**src/rtl/hreg_pkg.sv**
```systemverilog
package hreg_pkg;
  // word offsets above the base
  localparam int unsigned OFS_DATA = 13;
  localparam int unsigned OFS_CTRL = 14;
  localparam int unsigned OFS_STAT = 15;
  // control flags, status error flag (DATA_W must be >= 32)
  localparam int unsigned CTRL_WE  = 15;
  localparam int unsigned CTRL_RD  = 16;
  localparam int unsigned STAT_ERR = 31;
  // address-filter region: addr[9:7] == 3'b111
  localparam int unsigned AF_LSB   = 7;
  localparam logic [2:0]  AF_TAG   = 3'b111;
  localparam int unsigned NUM_KIND = 3;

  typedef enum logic [1:0] {
    K_CFG_WR = 2'd0,
    K_RD     = 2'd1,
    K_AF_WR  = 2'd2
  } kind_e;

  function automatic int unsigned rdy_pos(int unsigned k);
    case (k)
      0:       return 0;
      1:       return 1;
      default: return 12;
    endcase
  endfunction

  function automatic kind_e classify(logic we, logic [2:0] region);
    if (!we)                 return K_RD;
    else if (region == AF_TAG) return K_AF_WR;
    else                     return K_CFG_WR;
  endfunction
endpackage

```
**src/rtl/hreg_decode.sv**
```systemverilog
module hreg_decode
  import hreg_pkg::*;
#(
  parameter int unsigned HADDR_W = 10
) (
  input  logic [HADDR_W-1:0] base_i,
  input  logic [HADDR_W-1:0] addr_i,
  input  logic               wr_i,
  output logic               sel_data_o,
  output logic               sel_ctrl_o,
  output logic               sel_stat_o,
  output logic               wr_data_o,
  output logic               wr_ctrl_o,
  output logic               wr_stat_o
);
  logic [HADDR_W-1:0] a_data, a_ctrl, a_stat;

  assign a_data = base_i + HADDR_W'(OFS_DATA);
  assign a_ctrl = base_i + HADDR_W'(OFS_CTRL);
  assign a_stat = base_i + HADDR_W'(OFS_STAT);

  assign sel_data_o = (addr_i == a_data);
  assign sel_ctrl_o = (addr_i == a_ctrl);
  assign sel_stat_o = (addr_i == a_stat);

  assign wr_data_o = wr_i & sel_data_o;
  assign wr_ctrl_o = wr_i & sel_ctrl_o;
  assign wr_stat_o = wr_i & sel_stat_o;
endmodule

```
**src/rtl/hreg_txn.sv**
```systemverilog
module hreg_txn
  import hreg_pkg::*;
#(
  parameter int unsigned DATA_W  = 32,
  parameter int unsigned IADDR_W = 11
) (
  input  logic               clk_i,
  input  logic               rst_ni,
  input  logic               launch_i,
  input  logic [DATA_W-1:0]  ctrl_i,
  input  logic [DATA_W-1:0]  data_i,
  input  logic               ack_i,
  output logic               req_o,
  output logic               we_o,
  output logic [IADDR_W-1:0] addr_o,
  output logic [DATA_W-1:0]  wdata_o,
  output logic               start_o,
  output kind_e              start_kind_o,
  output logic               done_o,
  output kind_e              done_kind_o,
  output logic               collide_o
);
  logic  want_wr, want_rd, valid_cmd;
  kind_e kind_q;

  assign want_wr   = ctrl_i[CTRL_WE];
  assign want_rd   = ctrl_i[CTRL_RD];
  assign valid_cmd = want_wr | want_rd;

  assign start_o      = launch_i & valid_cmd & ~req_o;
  assign collide_o    = launch_i & req_o;
  assign done_o       = req_o & ack_i;
  assign start_kind_o = classify(want_wr, ctrl_i[AF_LSB+2:AF_LSB]);
  assign done_kind_o  = kind_q;

  always_ff @(posedge clk_i or negedge rst_ni) begin
    if (!rst_ni) begin
      req_o   <= 1'b0;
      we_o    <= 1'b0;
      addr_o  <= '0;
      wdata_o <= '0;
      kind_q  <= K_CFG_WR;
    end else if (start_o) begin
      req_o   <= 1'b1;
      we_o    <= want_wr;
      addr_o  <= ctrl_i[IADDR_W-1:0];
      wdata_o <= data_i;
      kind_q  <= start_kind_o;
    end else if (done_o) begin
      req_o   <= 1'b0;
    end
  end
endmodule

```
**src/rtl/hreg_status.sv**
```systemverilog
module hreg_status
  import hreg_pkg::*;
#(
  parameter int unsigned DATA_W = 32
) (
  input  logic                clk_i,
  input  logic                rst_ni,
  input  logic                start_i,
  input  kind_e               start_kind_i,
  input  logic                done_i,
  input  kind_e               done_kind_i,
  input  logic                collide_i,
  input  logic                clr_err_i,
  output logic [NUM_KIND-1:0] rdy_o,
  output logic                err_o,
  output logic [DATA_W-1:0]   word_o
);
  for (genvar k = 0; k < NUM_KIND; k++) begin : g_rdy
    logic r_q;
    always_ff @(posedge clk_i or negedge rst_ni) begin
      if (!rst_ni)                                        r_q <= 1'b0;
      else if (start_i && start_kind_i == kind_e'(2'(k))) r_q <= 1'b0;
      else if (done_i && done_kind_i == kind_e'(2'(k)))   r_q <= 1'b1;
    end
    assign rdy_o[k] = r_q;
  end

  // set wins over clear
  always_ff @(posedge clk_i or negedge rst_ni) begin
    if (!rst_ni)        err_o <= 1'b0;
    else if (collide_i) err_o <= 1'b1;
    else if (clr_err_i) err_o <= 1'b0;
  end

  always_comb begin
    word_o = '0;
    for (int unsigned k = 0; k < NUM_KIND; k++) word_o[rdy_pos(k)] = rdy_o[k];
    word_o[STAT_ERR] = err_o;
  end
endmodule

```
**src/rtl/hreg_bridge.sv**
```systemverilog
module hreg_bridge
  import hreg_pkg::*;
#(
  parameter int unsigned HADDR_W = 10,
  parameter int unsigned DATA_W  = 32,
  parameter int unsigned IADDR_W = 11
) (
  input  logic               clk_i,
  input  logic               rst_ni,
  input  logic [HADDR_W-1:0] base_i,
  input  logic               host_wr_i,
  input  logic [HADDR_W-1:0] host_addr_i,
  input  logic [DATA_W-1:0]  host_wdata_i,
  output logic [DATA_W-1:0]  host_rdata_o,
  output logic               int_req_o,
  output logic               int_we_o,
  output logic [IADDR_W-1:0] int_addr_o,
  output logic [DATA_W-1:0]  int_wdata_o,
  input  logic               int_ack_i,
  input  logic [DATA_W-1:0]  int_rdata_i
);
  logic sel_data, sel_ctrl, sel_stat, wr_data, wr_ctrl, wr_stat;
  logic start, done, collide, err_q, has_cmd_q;
  kind_e start_kind, done_kind;
  logic [NUM_KIND-1:0] rdy;
  logic [DATA_W-1:0] data_q, stat_word, ctrl_word;

  hreg_decode #(.HADDR_W(HADDR_W)) u_dec (
    .base_i    (base_i),
    .addr_i    (host_addr_i),
    .wr_i      (host_wr_i),
    .sel_data_o(sel_data),
    .sel_ctrl_o(sel_ctrl),
    .sel_stat_o(sel_stat),
    .wr_data_o (wr_data),
    .wr_ctrl_o (wr_ctrl),
    .wr_stat_o (wr_stat)
  );

  hreg_txn #(.DATA_W(DATA_W), .IADDR_W(IADDR_W)) u_txn (
    .clk_i       (clk_i),
    .rst_ni      (rst_ni),
    .launch_i    (wr_ctrl),
    .ctrl_i      (host_wdata_i),
    .data_i      (data_q),
    .ack_i       (int_ack_i),
    .req_o       (int_req_o),
    .we_o        (int_we_o),
    .addr_o      (int_addr_o),
    .wdata_o     (int_wdata_o),
    .start_o     (start),
    .start_kind_o(start_kind),
    .done_o      (done),
    .done_kind_o (done_kind),
    .collide_o   (collide)
  );

  hreg_status #(.DATA_W(DATA_W)) u_stat (
    .clk_i       (clk_i),
    .rst_ni      (rst_ni),
    .start_i     (start),
    .start_kind_i(start_kind),
    .done_i      (done),
    .done_kind_i (done_kind),
    .collide_i   (collide),
    .clr_err_i   (wr_stat & host_wdata_i[STAT_ERR]),
    .rdy_o       (rdy),
    .err_o       (err_q),
    .word_o      (stat_word)
  );

  // read completion has priority over host data write
  always_ff @(posedge clk_i or negedge rst_ni) begin
    if (!rst_ni)                data_q <= '0;
    else if (done && !int_we_o) data_q <= int_rdata_i;
    else if (wr_data)           data_q <= host_wdata_i;
  end

  always_ff @(posedge clk_i or negedge rst_ni) begin
    if (!rst_ni)    has_cmd_q <= 1'b0;
    else if (start) has_cmd_q <= 1'b1;
  end

  always_comb begin
    ctrl_word                = '0;
    ctrl_word[IADDR_W-1:0]   = int_addr_o;
    ctrl_word[CTRL_WE]       = has_cmd_q & int_we_o;
    ctrl_word[CTRL_RD]       = has_cmd_q & ~int_we_o;
  end

  always_comb begin
    if (sel_data)      host_rdata_o = data_q;
    else if (sel_ctrl) host_rdata_o = ctrl_word;
    else if (sel_stat) host_rdata_o = stat_word;
    else               host_rdata_o = '0;
  end
endmodule

```
**config.mk**
```make
export PLATFORM = sky130hd
export DESIGN_NAME = hreg_bridge
export DESIGN_NICKNAME = d
export VERILOG_FILES = /design/src/rtl/hreg_pkg.sv /design/src/rtl/hreg_decode.sv /design/src/rtl/hreg_txn.sv /design/src/rtl/hreg_status.sv /design/src/rtl/hreg_bridge.sv
export SDC_FILE = /design/constraint.sdc
export NUM_CORES = 1
export LEC_CHECK = 0
export ABC_AREA = 0
export ABC_CLOCK_PERIOD_IN_PS = 3700
export BUFFER_PORTS_ARGS = -buffer_cell sky130_fd_sc_hd__buf_4
export CORE_MARGIN = 1
export CORE_UTILIZATION = 35
export CTS_CLUSTER_DIAMETER = 30
export CTS_CLUSTER_SIZE = 12
export DETAILED_ROUTE_END_ITERATION = 8
export GPL_TIMING_DRIVEN = 0
export SETUP_SLACK_MARGIN = 0.15
export SLEW_MARGIN = 20
export SYNTH_ARGS = -nofsm -noshare
export SYNTH_HDL_FRONTEND = slang
export SYNTH_SLANG_ARGS = --single-unit
```
**constraint.sdc**
```tcl
create_clock -name clk_i -period 3.7 [get_ports clk_i]
set_input_delay 0.185 -clock clk_i [delete_from_list [all_inputs] [get_ports clk_i]]
set_output_delay 0.185 -clock clk_i [all_outputs]
set_load 0.1 [all_outputs]
```
==> run_results.csv <==
group,metric,value,unit
global_routing,grt_util_all_layers,0.1937,
min_path,hp-class,"in2reg",
placed_design,io_buffers,162,
sta,max_freq,0.3085,GHz
critical_path,required,3510,ps
yosys,synth_edf_count,0,
sta,hold_viol,0,
critical_path,worst_path_max_delay_cell,"a211o_1",
yosys,syn_avg_cell_area,10.94,µm²
yosys,async_reset_ff_frac,1.000,
yosys,netlist_instances,437,
final_layout,seqCellArea,2102,µm²
sta,relSlewSlack,0.4911,
global_routing,grt_pass1_vias,4040,
yosys,syn_nets,530,
sta,slew_violations,0,
yosys,synth.area.top_cells,"dfrtp_1 (44%), mux2_4 (12%), mux2i_1 (6.9%)",
critical_path,crit_buf_inv,6,
yosys,yosysWarningCount,0,
final_layout,fill_cells,1233,
yosys,synth-main-ff-cell,"dfrtp_1",
route,vias_per_cell,5.052,
placed_design,place_area,6223,µm²
yosys,yosys.area.top_type_share,0.4398,
final_layout,area_growth,37.88,%
floorplan,io_pins,165,
sta,rsz0062_at_grt,"yes",
route,route.detailed.drc,0,
yosys,seq_area_frac_synth,0.4398,
critical_path,crit_path_start_kind,"input port",
clocking,cts_num_sinks,84,
critical_path,crit_arrival,3060,ps
global_routing,grt_pass1_wl,21240,µm
clocking,cts_max_level,3,
sta,setup_viol,0,
power_and_ir_drop,power_density,359.2,nW/µm²
sta,timing.hold.ws,60.00,ps
floorplan,chipWidth,118.9,µm
power_and_ir_drop,ir_drop,212.6,µV
route,wire_per_inst,17.06,µm
yosys,synth.largest_area_cell,"dfrtp_1",
clocking,cts_setup_buffers,0,
clocking,worstSkewPairLatency,330,ps
global_routing,antenna_found_initial,0,
critical_path,cp_top_family,"buffers and inverters",
floorplan,die_y,118.9,µm
critical_path,endpoint_kind,"output port",
sta,final.min_clock_period,3241,ps
yosys,yosysMostFrequentCell,"dfrtp_1",
yosys,ys_types,53,
sta,tightestPinTransition,763.4,ps
power_and_ir_drop,power.total,2.367,mW
sta,fin_tns_setup,0,ps
route,drtIter0Drc,182,
critical_path,criticalPathCategory,"in2out",
clocking,cts_tree,"built",
floorplan,initial_core_util,0.3595,
floorplan,rows,42,
yosys,netlist_top_cells_count,"dfrtp_1 (84), nor2_1 (42), a21oi_1 (40)",
critical_path,crit_chain,"buf_4, buf_2, inv_1, ha_1, a211o_1, a41oi_1, a211oi_1, a21oi_1, nor4bb_1, buf_2, clkbuf_4, a22o_1, buf_4",
yosys,ys_ff_latch,84,
clocking,clkTransAtPathRegs,60,ps
run,cap_violations,0,
clocking,numCtsBuffers,9,
floorplan,die_area,14130,µm²
global_routing,grt_max_degree,85,
clocking,cts_root_buffer,"clkbuf_16",
sta,fin_crit_sh,0.8760,
placed_design,hpwl,10060,µm
global_routing,grt-ovfl-total,0,
route,vias,4001,
outcome,status,"complete, no violations",
sta,skew,4.776,ps
final_layout,final_area,6590,µm²
route,first_pass_iters,4,
final_layout,layout-drive-gt1-share,0.4026,
final_layout,diodes,0,
clocking,cts_buffer_depth,2,
route,ant_nets,0,
final_layout,nNetsFinal,704,
placed_design,routabilityCongestion,0.8801,
critical_path,worstPathMaxFanout,10,
critical_path,cp_slowest_stage_delay,320,ps
power_and_ir_drop,p_leak,3.496,nW
yosys,syn_area,4780,µm²
floorplan,core-area,13300,µm²
route,routed_wl,13510,µm
final_layout,multiInputGateArea,2517,µm²
[layout by cell type (no fill, tap or decap), types with 10 or more instances in the layout]
cell type / n
inv_1: 10
and2_1: 19
mux2i_1: 33
nand2_1: 14
dfrtp_1: 84
mux2_4: 38
a22o_1: 11
a21oi_1: 38
nor2_1: 42
xnor2_1: 20
buf_4: 163
[stage by stage]
step,setup slack (ps),util,std cells
global placement,236.4,0.4681,775
detailed placement,229.3,0.4681,775
global route,143.8,0.4957,792
CTS,187.0,0.4921,791
finish,458.6,0.4957,792
floorplan,74.30,-,437
[worst paths after layout]
check                                 start                to  slack [ps]  cells after the start
worst max register to register  u_txn.req_o        data_q[12]        1780                      6
min in group asynchronous            rst_ni        data_q[23]         460                      2
worst min-delay path              int_ack_i       u_txn.req_o          60                      2
max in group asynchronous            rst_ni         data_q[5]        2710                      2
worst min register to register    has_cmd_q         has_cmd_q         490                      1
worst max-delay path              base_i[2]  host_rdata_o[10]         460                     13
[where the power goes]
part,internal (mW),switching (mW),total [mW]
logic,0.167,0.217,0.384
registers,0.978,0.0442,1.02
clock network,0.609,0.352,0.961
[cells by family after synthesis]
logic type	after synthesis	share of synthesized area
buffers and inverters	37	0.04005
adder cells (fa/ha/maj)	5	0.01309
AO/OA/AOI/OAI	90	0.1272
AND/OR/NAND/NOR	118	0.1306
flip-flops	84	0.4398
multiplexers	75	0.1979
XOR/XNOR	28	0.05131
[final cells by class]
| type | instances | area share |
|---|---|---|
| buffer | 27 | 0.02430 |
| clock buffer | 12 | 0.03740 |
| clock inverter | 4 | 0.01101 |
| inverter | 10 | 0.005696 |
| multi-input combinational | 316 | 0.3820 |
| sequential | 84 | 0.3190 |
| tap | 176 | 0.03342 |
| timing repair buffer | 163 | 0.1872 |
[per-layer routing]
| layer | vias to the layer above | share of wire | global-route usage |
|---|---|---|---|
| met2 | 118 | 0.49 | 0.3180 |
| met3 | 13 | 0.069 | 0.05508 |
| met5 | - | 0 | 0 |
| met1 | 1958 | 0.43 | 0.2500 |
| met4 | 0 | 0.011 | 0.05063 |
| li1 | 1912 | - | - |
[registers in the layout (all words and copies together) (netlist names)]
register	count
u_txn.req_o	1
u_txn.we_o	1
u_stat.g_rdy.r_q	3
u_txn.wdata_o	32
u_stat.err_o	1
has_cmd_q	1
data_q	32
u_txn.addr_o	11
u_txn.done_kind_o	2
[repair_timing]
item                                   CTS  global route
setup endpoints to repair                0            28
hold buffers                             0             1
gates resized for setup                  0            13
endpoints found under the hold margin    0            69
Power figures use the tool's default switching activity.
